[config.mk]
export PLATFORM = sky130hd
export DESIGN_NAME = pcie_irq_aggr
export DESIGN_NICKNAME = d
export VERILOG_FILES = /design/src/rtl/pcie_irq_pkg.sv /design/src/rtl/irq_stat_bank.sv /design/src/rtl/pcie_irq_aggr.sv
export SDC_FILE = /design/constraint.sdc
export NUM_CORES = 1
export LEC_CHECK = 0
export BUFFER_PORTS_ARGS = -buffer_cell sky130_fd_sc_hd__buf_2
export CAP_MARGIN = 20
export CORE_UTILIZATION = 50
export CTS_BUF_LIST = sky130_fd_sc_hd__clkbuf_4
export DETAILED_ROUTE_END_ITERATION = 10
export PLACE_DENSITY_LB_ADDON = 0.15
export SYNTH_ARGS = -nofsm -noshare
export SYNTH_HDL_FRONTEND = slang
export SYNTH_SLANG_ARGS = --single-unit
export TNS_END_PERCENT = 30
[constraint.sdc]
create_clock -name clk -period 1.85 [get_ports clk]
set_clock_uncertainty 0.1 [all_clocks]
set_input_delay 0.2775 -clock clk [delete_from_list [all_inputs] [get_ports clk]]
set_output_delay 0.2775 -clock clk [all_outputs]
set_load 0.005 [all_outputs]
[src/rtl/pcie_irq_pkg.sv]
package pcie_irq_pkg;

    localparam int unsigned REG_W     = 32;
    localparam int unsigned SEL_W     = 4;
    localparam int unsigned NUM_LINES = 4;

    // primary status layout
    localparam int unsigned CORE_W       = 27;
    localparam int unsigned CORE_ASSERT  = 16;
    localparam int unsigned CORE_DEASRT  = 20;
    localparam int unsigned CORE_MSI_BIT = 24;
    localparam logic [CORE_W-1:0] CORE_VALID = '1;

    // secondary status layout
    localparam int unsigned AUX_W       = 6;
    localparam int unsigned AUX_PM_BIT  = 4;
    localparam int unsigned AUX_FL_BIT  = 5;
    localparam logic [AUX_W-1:0] AUX_VALID = 6'h30;

    // central status layout
    localparam int unsigned TOP_W        = 24;
    localparam int unsigned TOP_CORE_BIT = 16;
    localparam int unsigned TOP_AUX_BIT  = 19;
    localparam logic [TOP_W-1:0] TOP_VALID = 24'hFFF0FB;

    typedef enum logic [SEL_W-1:0] {
        SEL_CORE_STAT = 4'd0,
        SEL_CORE_MASK = 4'd1,
        SEL_AUX_STAT  = 4'd2,
        SEL_AUX_MASK  = 4'd3,
        SEL_VEC_STAT  = 4'd4,
        SEL_VEC_MASK  = 4'd5,
        SEL_VEC_DATA  = 4'd6,
        SEL_TOP_STAT  = 4'd7,
        SEL_TOP_MASK  = 4'd8
    } reg_sel_e;

endpackage

[src/rtl/irq_stat_bank.sv]
// Sticky status register with write-1-to-clear and a matching mask register.
module irq_stat_bank #(
    parameter int unsigned   W        = 8,
    parameter logic [W-1:0]  VALID    = '1,
    parameter logic [W-1:0]  MASK_RST = VALID
) (
    input  logic         clk,
    input  logic         rst_n,
    input  logic [W-1:0] set_i,
    input  logic         clr_we_i,
    input  logic         mask_we_i,
    input  logic [W-1:0] wdata_i,
    output logic [W-1:0] stat_o,
    output logic [W-1:0] mask_o,
    output logic         pend_o
);

    typedef struct packed {
        logic [W-1:0] stat;
        logic [W-1:0] mask;
    } bank_t;

    bank_t bank_d, bank_q;

    always_comb begin
        bank_d = bank_q;
        if (clr_we_i) begin
            bank_d.stat = bank_q.stat & ~wdata_i;
        end
        // a new event wins over a clear at the same edge
        bank_d.stat = (bank_d.stat | set_i) & VALID;
        if (mask_we_i) begin
            bank_d.mask = wdata_i & VALID;
        end
    end

    always_ff @(posedge clk or negedge rst_n) begin
        if (!rst_n) begin
            bank_q.stat <= '0;
            bank_q.mask <= MASK_RST & VALID;
        end else begin
            bank_q <= bank_d;
        end
    end

    assign stat_o = bank_q.stat;
    assign mask_o = bank_q.mask;
    assign pend_o = |(bank_q.stat & ~bank_q.mask);

endmodule

[src/rtl/pcie_irq_aggr.sv]
module pcie_irq_aggr
    import pcie_irq_pkg::*;
#(
    parameter int unsigned NUM_VEC   = 32,
    parameter int unsigned PAYLOAD_W = 8,
    localparam int unsigned VEC_IDX_W = $clog2(NUM_VEC)
) (
    input  logic                 clk,
    input  logic                 rst_n,
    input  logic [3:0]           intx_assert_i,
    input  logic [3:0]           intx_deassert_i,
    input  logic                 pm_change_i,
    input  logic                 flush_i,
    input  logic                 msi_wr_i,
    input  logic [VEC_IDX_W-1:0] msi_vec_i,
    input  logic [PAYLOAD_W-1:0] msi_data_i,
    input  logic                 reg_we_i,
    input  logic [3:0]           reg_waddr_i,
    input  logic [31:0]          reg_wdata_i,
    input  logic [3:0]           reg_raddr_i,
    output logic [31:0]          reg_rdata_o,
    output logic                 irq_o
);

    typedef struct packed {
        logic [PAYLOAD_W-1:0] pay;
        logic                 irq;
    } out_regs_t;

    out_regs_t out_d, out_q;

    logic [CORE_W-1:0]  core_set, core_stat, core_mask;
    logic [AUX_W-1:0]   aux_set, aux_stat, aux_mask;
    logic [NUM_VEC-1:0] vec_set, vec_stat, vec_mask;
    logic [TOP_W-1:0]   top_set, top_stat, top_mask;
    logic               core_pend, aux_pend, vec_pend, top_pend;
    logic [8:0]         wsel;
    reg_sel_e           wsel_e, rsel_e;

    assign wsel_e = reg_sel_e'(reg_waddr_i);
    assign rsel_e = reg_sel_e'(reg_raddr_i);

    // one write strobe per register select code
    always_comb begin
        wsel = '0;
        if (reg_we_i) begin
            case (wsel_e)
                SEL_CORE_STAT: wsel[0] = 1'b1;
                SEL_CORE_MASK: wsel[1] = 1'b1;
                SEL_AUX_STAT:  wsel[2] = 1'b1;
                SEL_AUX_MASK:  wsel[3] = 1'b1;
                SEL_VEC_STAT:  wsel[4] = 1'b1;
                SEL_VEC_MASK:  wsel[5] = 1'b1;
                SEL_TOP_STAT:  wsel[7] = 1'b1;
                SEL_TOP_MASK:  wsel[8] = 1'b1;
                default:       wsel    = '0;
            endcase
        end
    end

    // event sources into each status bank
    always_comb begin
        core_set = '0;
        for (int i = 0; i < NUM_LINES; i++) begin
            core_set[CORE_ASSERT + i] = intx_assert_i[i];
            core_set[CORE_DEASRT + i] = intx_deassert_i[i];
        end
        core_set[CORE_MSI_BIT] = msi_wr_i & ~vec_mask[msi_vec_i];

        aux_set             = '0;
        aux_set[AUX_PM_BIT] = pm_change_i;
        aux_set[AUX_FL_BIT] = flush_i;

        vec_set = '0;
        vec_set[msi_vec_i] = msi_wr_i;

        top_set               = '0;
        top_set[TOP_CORE_BIT] = core_pend;
        top_set[TOP_AUX_BIT]  = aux_pend;
    end

    irq_stat_bank #(.W(CORE_W), .VALID(CORE_VALID)) u_core (
        .clk(clk), .rst_n(rst_n), .set_i(core_set),
        .clr_we_i(wsel[0]), .mask_we_i(wsel[1]), .wdata_i(reg_wdata_i[CORE_W-1:0]),
        .stat_o(core_stat), .mask_o(core_mask), .pend_o(core_pend)
    );

    irq_stat_bank #(.W(AUX_W), .VALID(AUX_VALID)) u_aux (
        .clk(clk), .rst_n(rst_n), .set_i(aux_set),
        .clr_we_i(wsel[2]), .mask_we_i(wsel[3]), .wdata_i(reg_wdata_i[AUX_W-1:0]),
        .stat_o(aux_stat), .mask_o(aux_mask), .pend_o(aux_pend)
    );

    irq_stat_bank #(.W(NUM_VEC)) u_vec (
        .clk(clk), .rst_n(rst_n), .set_i(vec_set),
        .clr_we_i(wsel[4]), .mask_we_i(wsel[5]), .wdata_i(reg_wdata_i[NUM_VEC-1:0]),
        .stat_o(vec_stat), .mask_o(vec_mask), .pend_o(vec_pend)
    );

    irq_stat_bank #(.W(TOP_W), .VALID(TOP_VALID)) u_top (
        .clk(clk), .rst_n(rst_n), .set_i(top_set),
        .clr_we_i(wsel[7]), .mask_we_i(wsel[8]), .wdata_i(reg_wdata_i[TOP_W-1:0]),
        .stat_o(top_stat), .mask_o(top_mask), .pend_o(top_pend)
    );

    // MSI data capture and the registered CPU line
    always_comb begin
        out_d     = out_q;
        out_d.irq = top_pend;
        if (msi_wr_i) begin
            out_d.pay = msi_data_i;
        end
    end

    always_ff @(posedge clk or negedge rst_n) begin
        if (!rst_n) begin
            out_q <= '0;
        end else begin
            out_q <= out_d;
        end
    end

    always_comb begin
        reg_rdata_o = '0;
        case (rsel_e)
            SEL_CORE_STAT: reg_rdata_o[CORE_W-1:0]    = core_stat;
            SEL_CORE_MASK: reg_rdata_o[CORE_W-1:0]    = core_mask;
            SEL_AUX_STAT:  reg_rdata_o[AUX_W-1:0]     = aux_stat;
            SEL_AUX_MASK:  reg_rdata_o[AUX_W-1:0]     = aux_mask;
            SEL_VEC_STAT:  reg_rdata_o[NUM_VEC-1:0]   = vec_stat;
            SEL_VEC_MASK:  reg_rdata_o[NUM_VEC-1:0]   = vec_mask;
            SEL_VEC_DATA:  reg_rdata_o[PAYLOAD_W-1:0] = out_q.pay;
            SEL_TOP_STAT:  reg_rdata_o[TOP_W-1:0]     = top_stat;
            SEL_TOP_MASK:  reg_rdata_o[TOP_W-1:0]     = top_mask;
            default:       reg_rdata_o                = '0;
        endcase
    end

    assign irq_o = out_q.irq;

    // the MSI bank pending flag feeds core bit 24 through the set path only
    logic unused_vec_pend;
    assign unused_vec_pend = vec_pend;

endmodule

Word-level counts from Yosys, hierarchy flattened
Cells that the tools add are included.
{"block": "word_totals", "mem_count": 0, "input_bits": 67, "ram_bits": 0, "wordCells": 76, "output_inout_bits": 33, "latch_bits": 0, "rom_bits": 0, "ff_bits": 169}
{"block": "op_classes", "order_cmp": 2, "n_eq_ne": 15, "n_div": 0, "shifts": 0, "n_addsub": 0, "mux": 22, "n_reduce_logical": 6, "bitwise": 21, "multipliers": 0}
{"cell": "16-bit case mux with 6 select lines", "count": 1}
{"cell": "32-bit AND", "count": 2}
{"cell": "27-bit AND", "count": 2}
{"cell": "27-bit NOT", "count": 2}
{"cell": "6-bit case mux with 9 select lines", "count": 1}
{"cell": "24-bit AND", "count": 2}
{"cell": "24-bit NOT", "count": 2}
{"cell": "32-bit 2-to-1 mux", "count": 1}
{"cell": "32-bit NOT", "count": 1}
{"cell": "32-bit OR", "count": 1}
{"cell": "4-bit by 3-bit == test with 1-bit output (second input constant)", "count": 7}
{"cell": "27-bit 2-to-1 mux", "count": 1}
{"cell": "27-bit by 25-bit OR with 27-bit output", "count": 1}
{"cell": "27-bit OR reduction", "count": 1}
{"cell": "24-bit 2-to-1 mux", "count": 1}
{"cell": "24-bit by 20-bit OR with 24-bit output", "count": 1}
{"cell": "24-bit OR reduction", "count": 1}
{"cell": "4-bit by 2-bit == test with 1-bit output (second input constant)", "count": 4}
{"cell": "2-bit case mux with 7 select lines", "count": 1}
{"cell": "6-bit AND", "count": 2}
{"cell": "6-bit NOT", "count": 2}
{"cell": "3-bit case mux with 4 select lines", "count": 1}
{"cell": "1-bit 2-to-1 mux", "count": 10}
{"cell": "5-bit case mux with 2 select lines", "count": 1}
{"cell": "other kinds (14)", "count": 17}

Longest topological paths before layout
Gate-level depths: netlist (run 1).
{"block": "depth", "depth_word": 6, "depth_mapped": 6, "ltp_nobuf": 4}

Modules after synthesis
From an unflattened synthesis (run 1), not the netlist that was laid out.
{"block": "unflattened", "cells_unflattened": 833, "hier_area_um2": 8949.8}
{"module": "irq_stat_bank at u_vec", "instances": 1, "area_each_um2": 2812.7, "cells_each": 220, "seq_area_each_um2": 1641.6}
{"module": "irq_stat_bank at u_core", "instances": 1, "area_each_um2": 2230.9, "cells_each": 187, "seq_area_each_um2": 1385.1}
{"module": "pcie_irq_aggr", "instances": 1, "area_each_um2": 2028.2, "cells_each": 261, "seq_area_each_um2": 225.2}
{"module": "irq_stat_bank at u_top", "instances": 1, "area_each_um2": 1652.8, "cells_each": 143, "seq_area_each_um2": 974.7}
{"module": "irq_stat_bank at u_aux", "instances": 1, "area_each_um2": 225.2, "cells_each": 22, "seq_area_each_um2": 102.6}

Worst setup path after synthesis (run 1)
Ideal clock, no wire load.
{"block": "synth_path", "kind": "input to output", "from": "in reg_raddr_i[2]", "to": "out reg_rdata_o[1]", "required_ps": 1472, "n_path_buf": 2, "arrival_time_ps": 1526, "stages": 5, "path_slack_ps": -54, "cell_sequence": "clkbuf_1 -> nor4b_2 -> buf_2 -> a222oi_1 -> nand3_1"}
{"block": "synth_between", "elab_chain_len": 2, "word_cells_on_any_way": 10, "classes_between": "8 x eq/ne; 1 x mux; 1 x reduce/logical"}
{"element": "from (decl)", "line": "pcie_irq_aggr.sv:20", "rtl": "input logic [3:0] reg_raddr_i,"}
{"element": "4-bit == test, or another cell as far along", "line": "pcie_irq_aggr.sv:125", "rtl": "case (rsel_e)"}
{"element": "6-bit case mux with 9 select lines (*)", "line": "pcie_irq_aggr.sv:125"}
{"element": "to (decl)", "line": "pcie_irq_aggr.sv:21", "rtl": "output logic [31:0] reg_rdata_o,"}
Mark *: on every way between the ends. The rest lies on a longest branch, timed or not.

Worst setup path after layout (run 1)
{"block": "layout_path", "from": "reg u_aux.bank_q (netlist bit u_aux.stat_o[5])", "to": "out reg_rdata_o[5]"}
{"block": "layout_between", "elab_chain_len": 1}
{"element": "from (decl)", "line": "irq_stat_bank.sv:23", "rtl": "bank_t bank_d, bank_q;"}
{"element": "from (signal assigned)", "line": "irq_stat_bank.sv:42", "rtl": "bank_q <= bank_d;"}
{"element": "6-bit case mux with 9 select lines", "line": "pcie_irq_aggr.sv:125"}
Every way passes these cells.

==> impl_metrics.tcl, run 1 <==
set metrics [dict create \
    placed_cells 984 \
    crit_start "u_aux.stat_o[5]$_DFF_PN0_" \
    r2r-end "u_core.stat_o[24]$_DFF_PN0_" \
    path_clk_slew_ns 0.13 \
    via_per_inst 6.19 \
    rows 45 \
    r2r_setup_slack_ns 0.16 \
    worstSkewPairLatency_ns 0.57 \
    syn_inst 654 \
    synth-edff-count 0 \
    timing.hold.ws_ns 0.0847 \
    fp.dieH_um 128 \
    cts_tree "done" \
    drt_drc_violations_left 0 \
    outcome "finished with violations" \
    cap_violations 0 \
    yosys_register_bits 169 \
    grt_overflow 0 \
    drt-initial-drc-count 915 \
    fin_cells 1084 \
    nNetsFinal 926 \
    irDropWorstVdd_uv 486 \
    hold_viol 0 \
    yosysSeqAreaShare 0.545 \
    final_common_cell "buf_2" \
    drive_gt1_frac 0.439 \
    layout_common_cells "buf_2, dfrtp_1, mux2_2" \
    hold_class "primary input to async pin" \
    slew_viol_final 0 \
    ys_warn_count 0 \
    p_leak_nw 4.44 \
    io_buffer_count 99 \
    relSlewSlack 0.370 \
    seqPwrFrac 0.585 \
    cts_num_sinks 169 \
    dr.pass1.iters 6 \
    share_comb_of_total_power 0.199 \
    grt_pass1_vias 6807 \
    cp-endpoint "reg_rdata_o[5]" \
    path_max_fanout 3 \
    tns_ns -2.99 \
    final_core_util 0.663 \
    route.detailed.wl_per_inst_um 22.6 \
    vias 6711 \
    synth_nets 721 \
    grt.total_usage 0.316 \
    p_sw_mw 2.60 \
    finalWeightedCongestion 0.864 \
    cts_made_buffers 17 \
    initial_utilization 0.517 \
    tightest_slew_ns 0.937 \
    swShare 0.290 \
    top_usage_layer "met2" \
    root_buffer "clkbuf_4" \
    worst_slack_ns -0.428 \
    die_w_um 128 \
    grt_max_degree 45 \
    syn_area_per_cell_sq_um 12.2 \
    violations "negative setup slack" \
    post-place-ws_ns -0.180 \
    clock_tree.buffer_depth 2 \
    grt_util_met2 0.501 \
    clkPwrFrac 0.216 \
    min_period_ns 2.28 \
    htree_levels 4 \
    rsz0062_at_grt "yes" \
    use_met1 0.437 \
    max_freq_ghz 0.439 \
    core_area_sq_um 15400 \
    start_kind "flop" \
    synth-main-ff-cell "dfrtp_1" \
    ys_async_sr_fraction 1.00 \
    finalSetupViolations 31 \
    cp-end-kind "output pin" \
    hpwl_um 16500 \
    critPathRequiredTime_ns 1.47 \
    p_per_area_nw_per_um2 880 \
    path_class "flop to output pin" \
    grtUsageMet3 0.0472 \
    synth_area_sq_um 7950 \
    yosysUniqueCellTypes 51 \
    final_antenna_net_count 0 \
    r2r_cells 5 \
    grt_pass1_wl_um 38400 \
    antenna_found_initial 1 \
    timing.rr.start "u_vec.mask_o[12]$_DFFE_PN1P_" \
    io_pins 100 \
    cp.arrival_ns 1.90 \
    fp.dieArea_sq_um 16400 \
    p_int_mw 6.37 \
    wl_um 24500 \
    timing.final.crit_share 1.23 \
    area_growth_pct 28.2 \
]
## metrics by stage
step | instance area (sq um) | power (mW)
after floorplan | 7980 | 6.10
after global placement | 9230 | 6.83
after detailed placement | 9230 | 6.91
after CTS | 10200 | 8.94
after global routing | 10200 | 9.34
final | 10200 | 8.96
## synthesized netlist by cell type (10+ instances only)
cell,n,area share
dfrtp_1,89,0.28
mux2_2,81,0.11
dfstp_2,80,0.26
nand2_1,77,0.036
a222oi_1,37,0.047
inv_1,35,0.017
a22o_1,25,0.028
clkbuf_1,22,0.010
a21boi_0,18,0.017
a21oi_1,17,0.011
a22oi_1,16,0.015
nand2b_1,16,0.013
nand3_1,14,0.0088
o22ai_1,13,0.010
o2bb2ai_1,13,0.014
a21o_1,11,0.010
buf_2,10,0.0063
mux2_4,10,0.019
## per-layer routing
layer	wire [um]	share of wire
met5	0	0
met1	10600	0.43
met3	1760	0.072
met4	636	0.026
met2	11500	0.47
## power by group through the flow
stage / registers (mW) / logic [mW] / clock network, mW
after global placement: 5.25 / 1.59 / 0
after floorplan: 5.04 / 1.06 / 0
after detailed placement: 5.27 / 1.64 / 0
final: 5.24 / 1.79 / 1.93
after global routing: 5.31 / 1.93 / 2.10
after CTS: 5.22 / 1.76 / 1.96
## flip-flops by register name, summed over array words and instances, names as in the netlist
signal         count
irq_o              1
out_q              8
u_aux.mask_o       2
u_aux.stat_o       2
u_core.mask_o     27
u_core.stat_o     27
u_top.mask_o      19
u_top.stat_o      19
u_vec.mask_o      32
u_vec.stat_o      32
## area by class of cell
class                           count  area [sq um]
Tap cell                          211           264
Inverter                           35           131
Multi-Input combinational cell    413          3410
Fill cell                        1208          5180
Antenna cell                        1          2.50
Clock buffer                       20           150
Sequential cell                   169          4330
Clock inverter                     12          85.1
Timing Repair Buffer              223          1820
## cells by family after synthesis
family,share of synthesized area
AND/OR/NAND/NOR,0.0934
buffers and inverters,0.0375
AO/OA/AOI/OAI,0.169
multiplexers,0.156
flip-flops,0.545
## what timing repair did
| item | in CTS | in global routing |
|---|---|---|
| pin swaps | 15 | 12 |
| setup buffers | 4 | 1 |
| hold endpoints to repair | 275 | 0 |
| endpoints found under the setup margin | 32 | 32 |
| hold buffers | 62 | 0 |
| gates cloned | 0 | 0 |
| gates resized for setup | 10 | 6 |
## critical path, stage by stage, from the launching register on
cell and delay (ns):
dfrtp_1 0.43, mux2_2 0.27, a32o_1 0.23, a221oi_2 0.17, nand3_1 0.10, buf_2 0.14
## how the worst min path moves through the flow
stage	start	endpoint	slack, ns	cells after the start
floorplan	rst_n	irq_o$_DFF_PN0_	-0.12	0
global placement	rst_n	u_aux.stat_o[5]$_DFF_PN0_	0.13	1
detailed placement	rst_n	u_aux.stat_o[5]$_DFF_PN0_	0.13	1
CTS	msi_vec_i[3]	u_core.stat_o[24]$_DFF_PN0_	0.04	4
global route	msi_vec_i[2]	u_vec.stat_o[29]$_DFF_PN0_	0.09	3
finish	rst_n	u_aux.stat_o[5]$_DFF_PN0_	0.08	2
Power figures use the tool's default switching activity.
==> run 2, diff against run 1 <==
--- a/config.mk
+++ b/config.mk
@@ -11,6 +11,7 @@
 export CTS_BUF_LIST = sky130_fd_sc_hd__clkbuf_4
 export DETAILED_ROUTE_END_ITERATION = 10
 export PLACE_DENSITY_LB_ADDON = 0.15
+export SKIP_CTS_REPAIR_TIMING = 1
 export SYNTH_ARGS = -nofsm -noshare
 export SYNTH_HDL_FRONTEND = slang
 export SYNTH_SLANG_ARGS = --single-unit
==> constraint.sdc (replaced) <==
create_clock -name clk -period 2.3 [get_ports clk]
set_clock_uncertainty 0.1 [all_clocks]
set_input_delay 0.345 -clock clk [delete_from_list [all_inputs] [get_ports clk]]
set_output_delay 0.345 -clock clk [all_outputs]
set_load 0.005 [all_outputs]
==> impl_metrics.tcl, run 2 (synthesis results as in run 1) <==
set metrics [dict create \
    path_max_fanout 3 \
    outcome "finished with violations" \
    grt_overflow 0 \
    final_antenna_net_count 0 \
    start_kind "flop" \
    final_core_util 0.636 \
    timing.hold.ws_ns 0.0258 \
    path_clk_slew_ns 0.13 \
    holdPathStages 3 \
    min_to "u_core.stat_o[24]$_DFF_PN0_" \
    antenna_found_initial 1 \
    clock_tree.buffer_depth 2 \
    timing.rr.start "u_vec.mask_o[23]$_DFFE_PN1P_" \
    rows 45 \
    grt_pass1_vias 6339 \
    drt-initial-drc-count 819 \
    grt_pass1_wl_um 36200 \
    cts_made_buffers 17 \
    cap_violations 0 \
    fp.dieH_um 128 \
    finalWeightedCongestion 0.885 \
    postPlaceCellArea_sq_um 8950 \
    tightest_slew_ns 0.554 \
    tns_ns -0.195 \
    drive_gt1_frac 0.421 \
    htree_levels 4 \
    vias 6541 \
    path_class "flop to output pin" \
    area_growth_pct 23.1 \
    cp.arrival_ns 1.97 \
    io_pins 100 \
    drt_drc_violations_left 0 \
    route.detailed.wl_per_inst_um 23.2 \
    via_per_inst 6.26 \
    die_w_um 128 \
    grt.total_usage 0.304 \
    grt_max_degree 53 \
    stdcell_area_sq_um 9780 \
    cts_num_sinks 169 \
    root_buffer "clkbuf_4" \
    worstSkewPairLatency_ns 0.59 \
    post-place-ws_ns 0.137 \
    final_common_cell "buf_2" \
    initial_utilization 0.517 \
    r2r_cells 4 \
    fp.dieArea_sq_um 16400 \
    io_buffer_count 99 \
    worst_slack_ns -0.115 \
    hpwl_um 15700 \
    cts_tree "done" \
    core_area_sq_um 15400 \
    irDropWorstVdd_uv 341 \
    dr.pass1.iters 9 \
    finalSetupViolations 2 \
    p_per_area_nw_per_um2 733 \
    slew_viol_final 0 \
    relSlewSlack 0.630 \
    violations "negative setup slack" \
    nNetsFinal 887 \
    min_period_ns 2.42 \
    hold_class "primary input to flop" \
    hold_viol 0 \
    wl_um 24300 \
    max_freq_ghz 0.414 \
    holdCritStartpoint "msi_wr_i" \
    layout_common_cells "buf_2, dfrtp_1, mux2_2, dfstp_2, nand2_1" \
    r2r-end "u_core.stat_o[24]$_DFF_PN0_" \
    cp-end-kind "output pin" \
    r2r_setup_slack_ns 0.55 \
    critPathRequiredTime_ns 1.86 \
    timing.final.crit_share 1.05 \
    p_leak_nw 4.25 \
    rsz0062_at_grt "yes" \
]
run 2: cell count changes in the layout (fill, tap and decap cells not counted), sizes merged:
cell | before | now
buf | 159 | 128
dlygate4sd3 | 62 | 56
clkbuf | 22 | 19
clkinv | 8 | 9
run 2: layout make-up:
cell class	instances	area [sq um]
antenna	1	2.50
timing repair buffer	184	1420
clock inverter	13	104
sequential	169	4330
tap	211	264
multi-input combinational	413	3390
fill	1240	5590
inverter	35	131
clock buffer	19	143
run 2: worst max-delay path by stage:
| stage | start | endpoint | cells after the start |
|---|---|---|---|
| 2_1_floorplan | reg_raddr_i[2] | reg_rdata_o[1] | 5 |
| 3_3_place_gp | reg_raddr_i[0] | reg_rdata_o[5] | 6 |
| 3_5_place_dp | reg_raddr_i[1] | reg_rdata_o[23] | 7 |
| 4_1_cts | u_aux.stat_o[5]$_DFF_PN0_ | reg_rdata_o[5] | 5 |
| 5_1_grt | u_aux.stat_o[5]$_DFF_PN0_ | reg_rdata_o[5] | 5 |
| 6_report | u_aux.stat_o[5]$_DFF_PN0_ | reg_rdata_o[5] | 5 |
run 2: worst max-delay path, cell delays in order (launching register included):
cell and delay (ns):
dfrtp_1 0.43, mux2_4 0.27, a32o_2 0.25, a221oi_2 0.18
nand3_1 0.12, buf_2 0.15
run 2: metrics by stage:
step / std cells / total power, mW
floorplan: 654 / 4.90
global placement: 956 / 5.45
detailed placement: 956 / 5.52
CTS: 988 / 7.11
global route: 1045 / 7.47
finish: 1045 / 7.17
run 2: metal layers:
layer / up-vias / global-route usage / part of all wire
li1: 2811 / - / -
met3: 47 / 0.0764 / 0.087
met1: 3322 / 0.406 / 0.41
met5: - / 0 / 0
met4: 0 / 0.119 / 0.023
met2: 361 / 0.480 / 0.48
run 2: power by group:
| group | leakage, nW | switching [mW] | internal (mW) |
|---|---|---|---|
| clock | 0.137 | 1.05 | 0.548 |
| combinational | 2.21 | 0.609 | 0.760 |
| sequential | 1.90 | 0.444 | 3.76 |
==> run 3, diff against run 2 <==
--- a/config.mk
+++ b/config.mk
@@ -9,7 +9,9 @@
 export CAP_MARGIN = 20
 export CORE_UTILIZATION = 50
 export CTS_BUF_LIST = sky130_fd_sc_hd__clkbuf_4
+export CTS_CLUSTER_DIAMETER = 120
 export DETAILED_ROUTE_END_ITERATION = 10
+export GPL_TIMING_DRIVEN = 0
 export PLACE_DENSITY_LB_ADDON = 0.15
 export SKIP_CTS_REPAIR_TIMING = 1
 export SYNTH_ARGS = -nofsm -noshare
==> impl_metrics.tcl, run 3 (synthesis results as in run 1) <==
set metrics [dict create \
    outcome "finished with violations" \
    violations "negative setup slack" \
    cp.arrival_ns 1.97 \
    fin_cells 1060 \
    p_int_mw 5.51 \
    vias 6594 \
    relSlewSlack 0.315 \
    fp.dieH_um 128 \
    root_buffer "clkbuf_4" \
    clock_tree.buffer_depth 2 \
    core_area_sq_um 15400 \
    cp_top_family "compound AO/OA/AOI/OAI gates" \
    irDropWorstVdd_uv 588 \
    cts_made_buffers 17 \
    p_sw_mw 2.13 \
    initial_utilization 0.517 \
    min_period_ns 2.41 \
    hold_viol 0 \
    stdcell_area_sq_um 9800 \
    cts_num_sinks 169 \
    rows 45 \
    final_antenna_net_count 0 \
    fp.dieArea_sq_um 16400 \
    share_comb_of_total_power 0.180 \
    placed_cells 965 \
    grt.total_usage 0.325 \
    swShare 0.278 \
    hpwl_um 17700 \
    layout_common_cells "buf_2, dfrtp_1, mux2_2" \
    nNetsFinal 902 \
    critical_path.max_stage_delay_ns 0.42 \
    final_common_cell "buf_2" \
    cap_violations 0 \
    grt_overflow 0 \
    finalWeightedCongestion 0.895 \
    hold_class "primary input to flop" \
    slew_viol_final 0 \
    rsz0062_at_grt "yes" \
    grt_pass1_wl_um 38200 \
    path_cells "mux2_2, a32o_2, a221oi_2, nand3_1, buf_2" \
    finalSetupViolations 3 \
    start_kind "flop" \
    io_pins 100 \
    critPathRequiredTime_ns 1.86 \
    drive_gt1_frac 0.417 \
    via_per_inst 6.22 \
    p_per_area_nw_per_um2 780 \
    dr.pass1.iters 8 \
    io_buffer_count 94 \
    tns_ns -0.219 \
    antenna_found_initial 1 \
    worst_slack_ns -0.111 \
    seqPwrFrac 0.551 \
    path_max_fanout 3 \
    htree_levels 4 \
    die_w_um 128 \
    wl_um 25800 \
    post-place-ws_ns -0.720 \
    path_buf_inv 1 \
    timing.final.crit_share 1.05 \
    slowest_stage "dfrtp_1" \
    grt_max_degree 131 \
    drt_drc_violations_left 0 \
    postPlaceCellArea_sq_um 8760 \
    tightest_slew_ns 1.02 \
    path_clk_slew_ns 0.11 \
    p_leak_nw 4.29 \
    cp-end-kind "output pin" \
    area_growth_pct 23.3 \
    worstSkewPairLatency_ns 0.60 \
    p_total_mw 7.64 \
    grt_pass1_vias 6400 \
    cts_tree "done" \
    clkPwrFrac 0.270 \
    path_class "flop to output pin" \
    max_freq_ghz 0.415 \
    drt-initial-drc-count 837 \
    route.detailed.wl_per_inst_um 24.4 \
]
==> run 3: cell count changes in the layout (fill, tap and decap cells not counted), moves of 5 or more <==
cell and change:
clkbuf_1 +9, clkbuf_4 +5, clkbuf_2 +8, buf_4 -6, buf_12 -11
==> run 3: power groups by stage <==
| stage | Clock [mW] | Combinational, mW | Sequential [mW] |
|---|---|---|---|
| after floorplan | 0 | 0.849 | 4.05 |
| after global placement | 0 | 1.21 | 4.20 |
| after detailed placement | 0 | 1.26 | 4.22 |
| after CTS | 2.08 | 1.27 | 4.17 |
| after global routing | 2.21 | 1.48 | 4.26 |
| final | 2.06 | 1.37 | 4.21 |
==> run 3: final cells by class <==
class                      count  area [sq um]
tap                          211           264
sequential                   169          4330
fill                        1248          5570
inverter                      35           131
antenna                        1          2.50
clock inverter                12           196
multi-input combinational    413          3370
buffer                        36           190
clock buffer                  20           150
timing repair buffer         163          1160
==> run 3: worst paths after layout <==
path	start	end	slack [ns]	depth (start not counted)
hold reg to reg	u_vec.stat_o[28]$_DFF_PN0_	u_vec.stat_o[28]$_DFF_PN0_	0.41	1
min in group asynchronous	rst_n	out_q[8]$_DFFE_PN0P_	0.11	2
setup reg to reg	u_core.mask_o[10]$_DFFE_PN1P_	u_top.stat_o[16]$_DFF_PN0_	0.61	4
setup / recovery	u_aux.stat_o[4]$_DFF_PN0_	reg_rdata_o[4]	-0.11	5
hold / removal	reg_waddr_i[3]	u_aux.mask_o[4]$_DFFE_PN1P_	0.03	4
max in group asynchronous	rst_n	u_core.stat_o[25]$_DFFE_PN0N_	1.03	3
==> run 3: per-stage QoR <==
step	utilization	hold slack (ns)
finish	0.638	0.0350
global route	0.638	0.0921
CTS	0.592	-0.501
detailed placement	0.570	0.147
global placement	0.565	0.374
floorplan	-	-0.0506
==> run 3: worst register-to-register path: cells and delay by family (launching register included) <==
kind               cells  cell delay [ns]
and+or+nand+nor        3             0.74
DFF                    1             0.56
AOI/OAI and AO/OA      1             0.19
==> run 3: routing by layer <==
metal  routed length (um)  up-vias  part of all wire  track usage
met5                    0        -                 0            0
met4                  618        0             0.024        0.113
met3                 2390       47             0.092       0.0902
met2                12100      370              0.47        0.508
met1                10700     3350              0.41        0.437
li1                     -     2827                 -            -
